### src/rtl/sct_pkg.sv
package sct_pkg;
  localparam int CMP_W   = 16;
  localparam int SCALE_W = 4;
  localparam int CNT_W   = CMP_W + (1 << SCALE_W) - 1;
  localparam int DATA_W  = 32;
  localparam int ADDR_W  = 8;

  localparam int A_CFG    = 'h00;
  localparam int A_CNT    = 'h08;
  localparam int A_SLICE  = 'h10;
  localparam int A_THR    = 'h20;
  localparam int THR_STEP = 4;

  localparam int B_LATCH  = 8;
  localparam int B_EARLY  = 9;
  localparam int B_FILT   = 10;
  localparam int B_CONT   = 12;
  localparam int B_ONCE   = 13;
  localparam int B_CENTRE = 16;
  localparam int B_PAIR   = 24;
  localparam int B_PEND   = 28;

  function automatic logic [CMP_W-1:0] slice_of(logic [CNT_W-1:0] c, logic [SCALE_W-1:0] s);
    logic [CNT_W-1:0] t;
    t = c >> s;
    return t[CMP_W-1:0];
  endfunction

  function automatic logic [CNT_W-1:0] period_mask(logic [SCALE_W-1:0] s);
    logic [CNT_W:0] one, m;
    one = {{CNT_W{1'b0}}, 1'b1};
    m = (one << (CMP_W + int'(s))) - one;
    return m[CNT_W-1:0];
  endfunction
endpackage

### src/rtl/sct_counter.sv
module sct_counter
  import sct_pkg::*;
(
  input  logic               clk,
  input  logic               rst_n,
  input  logic               run,
  input  logic [SCALE_W-1:0] shift,
  input  logic               early_en,
  input  logic               thr0_hit,
  input  logic               load,
  input  logic [CNT_W-1:0]   load_val,
  output logic [CNT_W-1:0]   cnt,
  output logic [CMP_W-1:0]   slice,
  output logic               wrap_evt
);
  logic [CNT_W-1:0] mask;
  logic             natural_end;

  assign mask        = period_mask(shift);
  assign natural_end = (cnt & mask) == mask;
  assign wrap_evt    = run && (natural_end || (early_en && thr0_hit));
  assign slice       = slice_of(cnt, shift);

  always_ff @(posedge clk or negedge rst_n) begin
    if (!rst_n)        cnt <= '0;
    else if (load)     cnt <= load_val;
    else if (wrap_evt) cnt <= '0;
    else if (run)      cnt <= cnt + 1'b1;
  end


  cnt_step_chk: assert property (@(posedge clk) disable iff (!rst_n)
    (run && !load && !wrap_evt) |=> cnt == $past(cnt) + 1'b1);

  cnt_hold_chk: assert property (@(posedge clk) disable iff (!rst_n)
    (!run && !load) |=> $stable(cnt));

  cnt_wrap_chk: assert property (@(posedge clk) disable iff (!rst_n)
    (wrap_evt && !load) |=> cnt == '0);

  cnt_load_chk: assert property (@(posedge clk) disable iff (!rst_n)
    load |=> cnt == $past(load_val));
endmodule

### src/rtl/sct_channel.sv
module sct_channel
  import sct_pkg::*;
(
  input  logic             clk,
  input  logic             rst_n,
  input  logic             thr_wr,
  input  logic [CMP_W-1:0] thr_wdata,
  input  logic [CMP_W-1:0] slice,
  input  logic             latch,
  input  logic             pend_wr,
  input  logic             pend_wdata,
  output logic [CMP_W-1:0] thr_q,
  output logic             match,
  output logic             pend,
  output logic             pin
);
  assign match = slice >= thr_q;
  assign pin   = match;

  always_ff @(posedge clk or negedge rst_n) begin
    if (!rst_n) thr_q <= '0;
    else if (thr_wr) thr_q <= thr_wdata;
  end

  always_ff @(posedge clk or negedge rst_n) begin
    if (!rst_n)       pend <= 1'b0;
    else if (pend_wr) pend <= pend_wdata;
    else if (latch)   pend <= pend | match;
    else              pend <= match;
  end


  pend_follow_chk: assert property (@(posedge clk) disable iff (!rst_n)
    (!latch && !pend_wr) |=> pend == $past(match));

  pend_hold_chk: assert property (@(posedge clk) disable iff (!rst_n)
    (latch && !pend_wr && pend) |=> pend);
endmodule

### src/rtl/sctimer_pwm.sv
module sctimer_pwm
  import sct_pkg::*;
#(
  parameter int NCH = 4
) (
  input  logic              clk,
  input  logic              rst_n,
  input  logic [7:0]        bus_addr,
  input  logic              bus_wr,
  input  logic [31:0]       bus_wdata,
  output logic [31:0]       bus_rdata,
  output logic [NCH-1:0]    pwm_n,
  output logic [NCH-1:0]    irq_pend
);
  logic [SCALE_W-1:0] shift_q;
  logic latch_q, early_q, filt_q, cont_q, once_q, centre_q, pair_q;
  logic cfg_wr, cnt_wr, run, wrap_evt;
  logic [CNT_W-1:0] cnt;
  logic [CMP_W-1:0] slice;
  logic [NCH-1:0]   match, thr_wr;
  logic [CMP_W-1:0] thr_q [NCH];

  assign cfg_wr = bus_wr && bus_addr == ADDR_W'(A_CFG);
  assign cnt_wr = bus_wr && bus_addr == ADDR_W'(A_CNT);
  assign run    = cont_q || once_q;

  always_ff @(posedge clk or negedge rst_n) begin
    if (!rst_n) begin
      shift_q <= '0; latch_q <= 1'b0; early_q <= 1'b0; filt_q <= 1'b0;
      cont_q <= 1'b0; once_q <= 1'b0; centre_q <= 1'b0; pair_q <= 1'b0;
    end else if (cfg_wr) begin
      shift_q  <= bus_wdata[SCALE_W-1:0];
      latch_q  <= bus_wdata[B_LATCH];
      early_q  <= bus_wdata[B_EARLY];
      filt_q   <= bus_wdata[B_FILT];
      cont_q   <= bus_wdata[B_CONT];
      once_q   <= bus_wdata[B_ONCE];
      centre_q <= bus_wdata[B_CENTRE];
      pair_q   <= bus_wdata[B_PAIR];
    end else if (wrap_evt) begin
      once_q   <= 1'b0;
    end
  end

  sct_counter u_cnt (
    .clk(clk), .rst_n(rst_n), .run(run), .shift(shift_q),
    .early_en(early_q), .thr0_hit(match[0]), .load(cnt_wr),
    .load_val(bus_wdata[CNT_W-1:0]), .cnt(cnt), .slice(slice), .wrap_evt(wrap_evt)
  );

  for (genvar i = 0; i < NCH; i++) begin : g_ch
    assign thr_wr[i] = bus_wr && bus_addr == ADDR_W'(A_THR + i * THR_STEP);
    sct_channel u_ch (
      .clk(clk), .rst_n(rst_n), .thr_wr(thr_wr[i]),
      .thr_wdata(bus_wdata[CMP_W-1:0]), .slice(slice), .latch(latch_q),
      .pend_wr(cfg_wr), .pend_wdata(bus_wdata[B_PEND+i]),
      .thr_q(thr_q[i]), .match(match[i]), .pend(irq_pend[i]), .pin(pwm_n[i])
    );
  end

  always_comb begin
    bus_rdata = '0;
    if (bus_addr == ADDR_W'(A_CFG)) begin
      bus_rdata[SCALE_W-1:0] = shift_q;
      bus_rdata[B_LATCH]  = latch_q;
      bus_rdata[B_EARLY]  = early_q;
      bus_rdata[B_FILT]   = filt_q;
      bus_rdata[B_CONT]   = cont_q;
      bus_rdata[B_ONCE]   = once_q;
      bus_rdata[B_CENTRE] = centre_q;
      bus_rdata[B_PAIR]   = pair_q;
      bus_rdata[B_PEND +: NCH] = irq_pend;
    end else if (bus_addr == ADDR_W'(A_CNT)) begin
      bus_rdata[CNT_W-1:0] = cnt;
    end else if (bus_addr == ADDR_W'(A_SLICE)) begin
      bus_rdata[CMP_W-1:0] = slice;
    end
    for (int k = 0; k < NCH; k++)
      if (bus_addr == ADDR_W'(A_THR + k * THR_STEP))
        bus_rdata[CMP_W-1:0] = thr_q[k];
  end


  once_clear_chk: assert property (@(posedge clk) disable iff (!rst_n)
    (wrap_evt && !cfg_wr) |=> !once_q);

  early_end_chk: assert property (@(posedge clk) disable iff (!rst_n)
    (run && early_q && match[0] && !cnt_wr) |=> bus_addr != ADDR_W'(A_CNT) || bus_rdata == '0);
endmodule

### config.mk
export PLATFORM = sky130hd
export DESIGN_NAME = sctimer_pwm
export DESIGN_NICKNAME = d
export VERILOG_FILES = /design/src/rtl/sct_pkg.sv /design/src/rtl/sct_counter.sv /design/src/rtl/sct_channel.sv /design/src/rtl/sctimer_pwm.sv
export SDC_FILE = /design/constraint.sdc
export NUM_CORES = 1
export LEC_CHECK = 0
export CAP_MARGIN = 10
export CORE_ASPECT_RATIO = 0.6
export CORE_UTILIZATION = 50
export DETAILED_ROUTE_END_ITERATION = 10
export HOLD_SLACK_MARGIN = 0.02
export PLACE_DENSITY = 0.71
export SYNTH_ARGS = -nofsm -noshare
export SYNTH_HDL_FRONTEND = slang
export SYNTH_SLANG_ARGS = --single-unit
### constraint.sdc
create_clock -name clk -period 4.4 [get_ports clk]
set_input_delay 0.66 -clock clk [delete_from_list [all_inputs] [get_ports clk]]
set_output_delay 0.66 -clock clk [all_outputs]
set_load 0.01 [all_outputs]
* After elaboration in Yosys (flattened, before gate mapping)
Cells that the tools add are included.
** Word-level totals
- Bits in registers :: 110
- Output and inout port bits :: 40
- Logic and storage cells :: 83
** Cells by class
- Add/sub/neg operators :: 3
- Order comparisons :: 4
- Equal/unequal tests :: 7
- Shift operators :: 2
- Mux-type cells :: 32
- Bitwise gates (word level) :: 5
- Reductions and logical operators :: 13
** Operators by type and width (number)
- 2-to-1 mux 16 bit :: 6
- 2-to-1 mux 31 bit :: 3
- greater-or-equal comparator 16 bit :: 4
- equality test 8 x 6 -> 1 bit (second input constant) :: 4
- left shift 1 x 32 -> 31 bit (first input constant) :: 1
- adder 31 x 1 -> 31 bit (second input constant) :: 1
- bitwise AND 31 bit :: 1
- equality test 31 bit :: 1
- >> shifter 31 x 4 -> 16 bit :: 1
- subtractor 31 x 1 -> 31 bit (second input constant) :: 1
- 2-to-1 mux 15 bit :: 1
- 2-to-1 mux 1 bit :: 14
- 2-to-1 mux 3 bit :: 3
- equality test 8 x 4 -> 1 bit (second input constant) :: 1
- equality test 8 x 5 -> 1 bit (second input constant) :: 1
- logical AND 1 bit :: 8
- zero test 8 bit :: 1
- 2-to-1 mux 4 bit :: 2
- 2-to-1 mux 7 bit :: 1
- adder 5 x 4 -> 6 bit (first input constant) :: 1
- 2-to-1 mux 2 bit :: 2
- OR 1 bit :: 4
- nonzero test 3 bit :: 1
- logical OR 1 bit :: 2
- nonzero test 2 bit :: 1

* Logic depth before layout (Yosys ltp)
Gate-level depths: netlist of run 1.
- Word-level depth :: 9
- Gate-level depth with buffers :: 20
- Mapped depth without buffers :: 16

* Cells and area by module
From an unflattened synthesis of run 1, not the netlist that was laid out.
** Second synthesis, totals
- Cells, all modules :: 1067
- Area, all modules :: 9262.6 µm²
** By module, submodules not included
- sct_channel :: instances 4, cells each 110, area each 1018.5 µm²
- sct_counter :: instances 1, cells each 437, area each 3514.6 µm²
- sctimer_pwm :: instances 1, cells each 190, area each 1674.1 µm²

* Least setup slack after synthesis of run 1
No wires, ideal clock.
- Path type :: reg2reg
- Start point :: reg shift_q[1]
- End point :: reg u_cnt.cnt[21]
- Arrival :: 3.858 ns
- Slack :: 0.454 ns
- Stages on the path, launching flop included :: 19
- Buffers on the path :: 4
- Cell sequence :: dfrtp_1 > buf_2 > buf_4 > buf_4 > mux2i_1 > mux2i_1 > and2_1 > a311o_1 > o21a_1 > ha_1 > a21oi_1 > o21ai_0 > nor3_1 > a21oi_2 > nor2_2 > nand2_2 > buf_4 > or3_1 > a41oi_1
** Between the ends
- Longest elaborated chain between the ends :: 9
** Ends and longest elaborated chain
- start, declared :: RTL line sctimer_pwm.sv:15 : logic [SCALE_W-1:0] shift_q;
- start signal, assigned :: RTL line sctimer_pwm.sv:32 : shift_q <= bus_wdata[SCALE_W-1:0];
- adder 5 x 4 -> 6 bit :: RTL line sct_pkg.sv:32 : m = (one << (CMP_W + int'(s))) - one;
- left shift 1 x 32 -> 31 bit :: RTL line sct_pkg.sv:32
- subtractor 31 x 1 -> 31 bit :: RTL line sct_pkg.sv:32
- bitwise AND 31 bit :: RTL line sct_counter.sv:20 : assign natural_end = (cnt & mask) == mask;
- equality test 31 bit :: RTL line sct_counter.sv:20
- logical OR 1 bit * :: RTL line sct_counter.sv:21 : assign wrap_evt = run && (natural_end || (early_en && thr0_hit));
- logical AND 1 bit * :: RTL line sct_counter.sv:21
- 2-to-1 mux 31 bit :: RTL line sct_counter.sv:27 : else if (wrap_evt) cnt <= '0;
- 2-to-1 mux 31 bit :: RTL line sct_counter.sv:26 : else if (load) cnt <= load_val;
- end signal, assigned :: RTL line sct_counter.sv:26
- end signal, assigned :: RTL line sct_counter.sv:28 : else if (run) cnt <= cnt + 1'b1;
- end, declared :: RTL line sct_counter.sv:12 : output logic [CNT_W-1:0] cnt,
Mark *: on every way between the ends. The rest lies on a longest branch, timed or not.
A chain may end at the register's enable or synchronous reset.

* Final worst setup path of run 1
- Start point :: reg shift_q[1]
- End point :: out pwm_n[2]
** Between the ends
- Longest elaborated chain between the ends :: 2
** Ends and longest elaborated chain
- >> shifter 31 x 4 -> 16 bit :: RTL line sct_pkg.sv:25 : t = c >> s;
- greater-or-equal comparator 16 bit :: RTL line sct_channel.sv:17 : assign match = slice >= thr_q;
- end, declared :: RTL line sctimer_pwm.sv:12 : output logic [NCH-1:0] pwm_n,
Every way passes these cells.

==> results by group, run 1 <==
Outcome
  – Status: completed

Logic synthesis
  – Most frequent cell after synthesis: dfrtp_1
  – Post-synth EDFFs: 0
  – Synth top cells by count: dfrtp_1 (110), nand2_1 (94), nor2_1 (82)
  – Sequential fraction of the synthesis area: 29.7%
  – Mapped cell area: 9260 µm²
  – Avg Inst Size Synth: between 8 and 9 µm²
  – Top post-synthesis cells by area: dfrtp_1 (30%), mux2_2 (9.8%), ha_1 (8.9%), a21oi_1 (4.4%), mux2i_1 (4.3%)
  – Top FF cell, synth: dfrtp_1
  – Yosys top cell area share: 29.7%
  – Async set-reset flop share out of synthesis: 100%
  – Cells after Synth: roughly 1.1k
  – Yosys warnings: 0
  – Synth Register Bits: 110
  – Synth area leader: dfrtp_1
  – Synthesized Nets: 1197
  – Yosys cell types: 73

Detailed routing
  – Drt pass-1 iters: 5
  – Routed wire length per instance: 22.3 µm
  – DRT iter0 DRCs: 1168
  – Via/cell ratio: 6.40
  – WL final: 32100 µm
  – DRC: 0
  – Via count: about 9.2k
  – Post-route ant nets: 0

Layout
  – Cell Count, Final, Fillers Out: around 1.4k
  – Final instance area: 11200 µm²
  – Share of cells above drive strength 1: 21.0%
  – N_diodes: 0
  – Final nets: 1308
  – Final Util: 61.6%
  – Layout area overhead: 20.5%

Worst setup path
  – Crit-path max FO: 10
  – Startpoint Class: flop
  – CP endpoint kind: output pin
  – Crit path required time: 3740 ps
  – Worst EP arrival: around 3700 ps
  – WS Path Type: flop to output pin

GRT
  – Largest net degree at the start of global routing: 57
  – GR Util All Layers: 34.6%
  – Initial antenna violation count: 0
  – Vias in the first global route: roughly 8.5k
  – Global-route wire length before repair: 49400 µm
  – GRT Residual Overflow: 0

Die
  – Core Box Area: 18100 µm²
  – Top-level port count: 83
  – Die H: 107 µm
  – Full die area: 19100 µm²
  – Cell Rows: 38
  – Die Span X: 178 µm
  – Initial Utilization: 51.1%

Placement
  – Placed cells: 1426
  – Dpl hpwl: 24600 µm
  – Placer Congestion: 1.00
  – Port bufs: 82
  – Area after DPL: 10800 µm²
  – Pre-CTS WS: 70.4 ps

STA
  – Fin crit share: 98.6%
  – RSZ-0062 raised after global routing: yes
  – Worst Tran Pin Value: 1160 ps
  – Final Worst Setup Slack: 60.5 ps
  – Final setup vio count: 0
  – Minimum clock period: 4340 ps
  – Final Hold Slack: 357 ps
  – Max-slew violation count: 0
  – Worst Clk Skew: 16.4 ps
  – Max frequency: 230 MHz
  – Sum Neg Setup Slack: 0 ps
  – Final hold vios: 0
  – Rel. slew slack: between 20 and 25%

Power
  – Maximum VDD drop: 0.000278 V
  – Leak pwr: 4.66 nW
  – PwrDens: 386 nW/µm²
  – Final Power: between 4 and 5 mW

CTS
  – Latest clock arrival within the worst-skew pair: 370 ps
  – Num CTS Buffers: 9
  – Reg clk slew, reported paths: 70 ps
  – H-Tree Depth: 3
  – CTS tree: done
  – CTS sink count: 110
  – Worst-case clock buffer depth: 2
  – Root buffer cell: clkbuf_16

Flow run
  – Number of max-cap violations: 0

Min path
  – HP Class: primary input to async pin
-- worst max-delay path, stage by stage (launching register included) --
cell	delay (ps)
dfrtp_2	440
buf_12	160
mux2i_1	330
nand2_1	130
a21oi_1	170
o21ai_0	130
o21ai_1	130
buf_4	160
inv_1	50
buf_4	150
ha_1	300
a21o_1	200
a21o_1	180
a21oi_1	150
nor2_1	80
a211oi_2	250
o31ai_4	150
clkbuf_2	160
-- cell usage in the layout (no fill, tap or decap), types with 31 or more instances in the layout --
cell and n:
ha_1 66, a21oi_1 75, o21ai_0 52, mux2i_1 38, clkdlybuf4s50_1 77, inv_1 75, nor2_1 81, buf_4 99
dfrtp_1 109, nand2_1 94, mux2_2 81, a31oi_1 31
-- worst paths after layout --
path                                   startpoint                     end  slack, ps  depth (start not counted)
max                                    shift_q[1]                pwm_n[2]         60                         17
min                                         rst_n   g_ch[1].u_ch.thr_q[2]        360                          1
max reg2reg                            shift_q[1]           u_cnt.cnt[18]        310                         16
min reg2reg                g_ch[2].u_ch.thr_q[13]  g_ch[2].u_ch.thr_q[13]        500                          2
max in group asynchronous                   rst_n           u_cnt.cnt[26]       3110                          2
min in group clk           g_ch[2].u_ch.thr_q[13]  g_ch[2].u_ch.thr_q[13]        500                          2
-- registers in the layout (all words and copies together), names as in the netlist, 4 cells and up --
register,flops
g_ch.u_ch.pend,4
g_ch.u_ch.thr_q,64
shift_q,4
u_cnt.cnt,31
-- power breakdown --
part | switching (mW) | total [mW] | leakage (nW) | internal, mW
sequential | 0.170 | 1.30 | 1.38 | 1.13
combinational | 1.21 | 2.14 | 3.12 | 0.936
clock | 0.405 | 0.864 | 0.146 | 0.460
total | 1.78 | 4.31 | 4.66 | 2.53
-- logic make-up after synthesis --
family          after synthesis  share of synthesized area, %
simple gates                329                          17.7
compound gates              293                          19.8
buf+inv                     161                          7.87
mux                         128                          15.9
flops                       110                          29.7
fa+ha+maj                    66                          8.91
xor+xnor                      1                        0.0946
-- timing repair --
item,4_1_cts,5_1_grt
setup buffers,1,0
resized for setup,21,22
pin swaps,4,5
hold buffers,0,0
gates cloned,0,1
endpoints found under the setup margin,4,13
-- routing by layer --
layer | global-route usage, % | up-vias | wire (µm)
li1 | - | 4150 | -
met1 | 53.7 | 4455 | 15100
met2 | 44.7 | 598 | 12200
met3 | 12.6 | 25 | 4530
met4 | 5.92 | 0 | 289
met5 | 1.11 | - | 0
-- cell type report --
cell class | instances | area [µm²]
Clock buffer | 11 | 243
Clock inverter | 4 | 56.3
Fill cell | 1582 | 6950
Inverter | 76 | 285
Multi-Input combinational cell | 817 | 5880
Sequential cell | 110 | 2750
Tap cell | 240 | 300
Timing Repair Buffer | 185 | 1640
Note: power is estimated with default switching activity, not from simulation.
==> inputs of run 2 (changes only) <==
--- a/config.mk
+++ b/config.mk
@@ -7,10 +7,11 @@
 export LEC_CHECK = 0
 export CAP_MARGIN = 10
 export CORE_ASPECT_RATIO = 0.6
-export CORE_UTILIZATION = 50
+export CORE_UTILIZATION = 59
+export CTS_CLUSTER_DIAMETER = 150
 export DETAILED_ROUTE_END_ITERATION = 10
 export HOLD_SLACK_MARGIN = 0.02
-export PLACE_DENSITY = 0.71
+export PLACE_DENSITY = 0.81
 export SYNTH_ARGS = -nofsm -noshare
 export SYNTH_HDL_FRONTEND = slang
 export SYNTH_SLANG_ARGS = --single-unit
==> run 2 against run 1 <==
  * Clock power increased by 2%
  * Design area shrank 1.3%
  * First-iteration DRC count is 29% higher
  * Total power shrank 1.1%
  * Global-route usage grew 4.5 points
  * Cell count is 4.2% lower
  * Sequential power hardly changed
  * Sequential cell count did not move
  * Critical path depth is 3 lower
  * Non-clock buffer count fell by 24
  * Combinational power shrank 3%
==> results by group, run 2 (synthesis results as in run 1) <==
Power
  – PwrDens: 387 nW/µm²
  – Switching pwr: 1.77 mW
  – Internal power: 2.49 mW
  – Leak pwr: 4.56 nW
  – Maximum VDD drop: 0.000318 V
  – Sequential share of power: 30.5%
  – Switching share of total power: 41.6%
  – Comb power frac: roughly 50%
  – Final Power: around 4.3 mW
  – Clock power frac: ~21%

STA
  – Fin crit share: 98.6%
  – Rel. slew slack: 19.1%
  – Final Hold Slack: 295 ps
  – RSZ-0062 raised after global routing: no
  – Worst Clk Skew: approximately 6.1 ps
  – Minimum clock period: 4340 ps
  – Final Worst Setup Slack: around 61 ps
  – Max frequency: 230 MHz
  – Worst Tran Pin Value: between 1000 and 1500 ps
  – Final setup vio count: 0
  – Final hold vios: 0
  – Max-slew violation count: 0

CTS
  – CTS tree: done
  – Latest clock arrival within the worst-skew pair: 360 ps
  – Num CTS Buffers: 9
  – Worst-case clock buffer depth: 2
  – Reg clk slew, reported paths: 80 ps
  – Root buffer cell: clkbuf_16
  – CTS sink count: 110
  – H-Tree Depth: 3

Placement
  – Port bufs: 82
  – Placed cells: around 1.4k
  – Placer Congestion: 0.999
  – Pre-CTS WS: -164 ps
  – Dpl hpwl: 23200 µm

Outcome
  – Status: completed

Worst setup path
  – Critical path, cell by cell: buf_12, mux2_2, o21ai_0, mux2i_1, o21ai_2, buf_4, inv_1, buf_4, ha_1, nand4_1, nor2_1, a211oi_2, o31ai_4, clkdlybuf4s15_1
  – Crit-path max FO: 24
  – Max stage delay on crit path: 430 ps
  – Crit path required time: around 3700 ps
  – Worst path slowest cell: dfrtp_2
  – Most frequent CP cell: buf_4
  – CP endpoint kind: output pin
  – Worst Path Buf+Inv: 5
  – Worst EP arrival: 3680 ps
  – Startpoint Class: flop
  – Critical path's top delay family: compound AO/OA/AOI/OAI gates
  – WS Path Type: flop to output pin

GRT
  – Largest net degree at the start of global routing: 47
  – Initial antenna violation count: 1
  – Global-route wire length before repair: 48300 µm
  – GRT Residual Overflow: 0
  – GR Util All Layers: 39.1%
  – Vias in the first global route: 8532

Min path
  – HP Class: primary input to async pin

Die
  – Full die area: about 16000 µm²
  – Die H: 99.1 µm
  – Die Span X: 164 µm
  – Top-level port count: between 80 and 90
  – Core Box Area: 15300 µm²
  – Initial Utilization: approximately 60%
  – Cell Rows: 35

Layout
  – Most flops, register: g_ch.u_ch.thr_q
  – Share of cells above drive strength 1: 20.9%
  – Largest register FFs: 64
  – Regs by FF count: g_ch.u_ch.thr_q (64), u_cnt.cnt (31)
  – N_diodes: 0
  – Fill count: 1189
  – Layout area overhead: 19.0%
  – Final nets: 1284
  – Cell Count, Final, Fillers Out: between 1k and 1.5k
  – Leading cell type in the layout, fill and taps excluded: dfrtp_1
  – Final Util: just over 70%
  – Commonest non-fill, non-tap cells in the layout: dfrtp_1 (108), nand2_1 (94), mux2_2 (81)

Detailed routing
  – Via/cell ratio: 6.81
  – DRT iter0 DRCs: 1507
  – WL final: about 32000 µm
  – Post-route ant nets: 0
  – DRC: 0
  – Routed wire length per instance: 22.9 µm
  – Drt pass-1 iters: 6
  – Via count: 9418

Flow run
  – Number of max-cap violations: 0
## run 2: cell types whose count changed in the layout (fill, tap and decap cells not counted), moves of 3 or more
| cell | change |
|---|---|
| o21ai_1 | -3 |
| mux2i_1 | -7 |
| mux2i_2 | +5 |
| o21ai_2 | +5 |
| buf_4 | -25 |
## run 2: what timing repair did
| item | 4_1_cts | 5_1_grt |
|---|---|---|
| setup buffers | 4 | 1 |
| gates resized for setup | 29 | 34 |
| setup endpoints to repair | 4 | 4 |
| pin swaps | 3 | 8 |
| cloned | 1 | 0 |
| hold buffers | 0 | 0 |
## run 2: worst register-to-register path: cells and delay by family (launching register included)
family	cells	cell delay, ps
flops	1	430
fa+ha+maj	1	330
buf+inv	2	350
mux	3	1050
compound gates	4	710
simple gates	6	1190
## run 2: through the flow
stage | TNS, ps | instance area [µm²]
after floorplan | 0 | 9260
after global placement | -245 | 10500
after CTS | 0 | 10900
after detailed placement | -294 | 10500
after global routing | 0 | 11000
final | 0 | 11000
## run 2: layer usage
metal,track usage (%),up-vias,share of wire [%]
met3,14.2,87,16
met2,52.2,752,39
met4,8.69,0,2.3
met5,1.82,-,0
li1,-,4104,-
met1,58.9,4475,43
## run 2: layout make-up
type                    count  area [µm²]  share of cell area [%]
inverters                  76         285                    2.59
flip-flops and latches    110        2760                    25.0
well taps                 203         254                    2.30
multi-input cells         817        5950                    54.0
repair buffers            161        1470                    13.4
clock inverters             5        67.6                   0.613
clock buffers              10         239                    2.17
## run 2: power by group through the flow
stage / Clock (mW) / Combinational [mW] / Sequential (mW)
6_report: 0.882 / 2.08 / 1.30
5_1_grt: 0.924 / 2.25 / 1.31
4_1_cts: 0.884 / 1.93 / 1.28
3_5_place_dp: 0 / 1.84 / 1.30
3_3_place_gp: 0 / 1.80 / 1.29
2_1_floorplan: 0 / 1.22 / 1.24
## run 2: worst paths after layout
path / slack, ps / from / end / cells after the start
max in group asynchronous: 3170 / rst_n / shift_q[0] / 2
max reg2reg: 250 / shift_q[1] / u_cnt.cnt[3] / 16
min in group clk: 510 / g_ch[2].u_ch.thr_q[13] / g_ch[2].u_ch.thr_q[13] / 2
min: 290 / rst_n / u_cnt.cnt[27] / 1
min reg2reg: 510 / g_ch[2].u_ch.thr_q[13] / g_ch[2].u_ch.thr_q[13] / 2
max: 60 / shift_q[1] / pwm_n[2] / 14
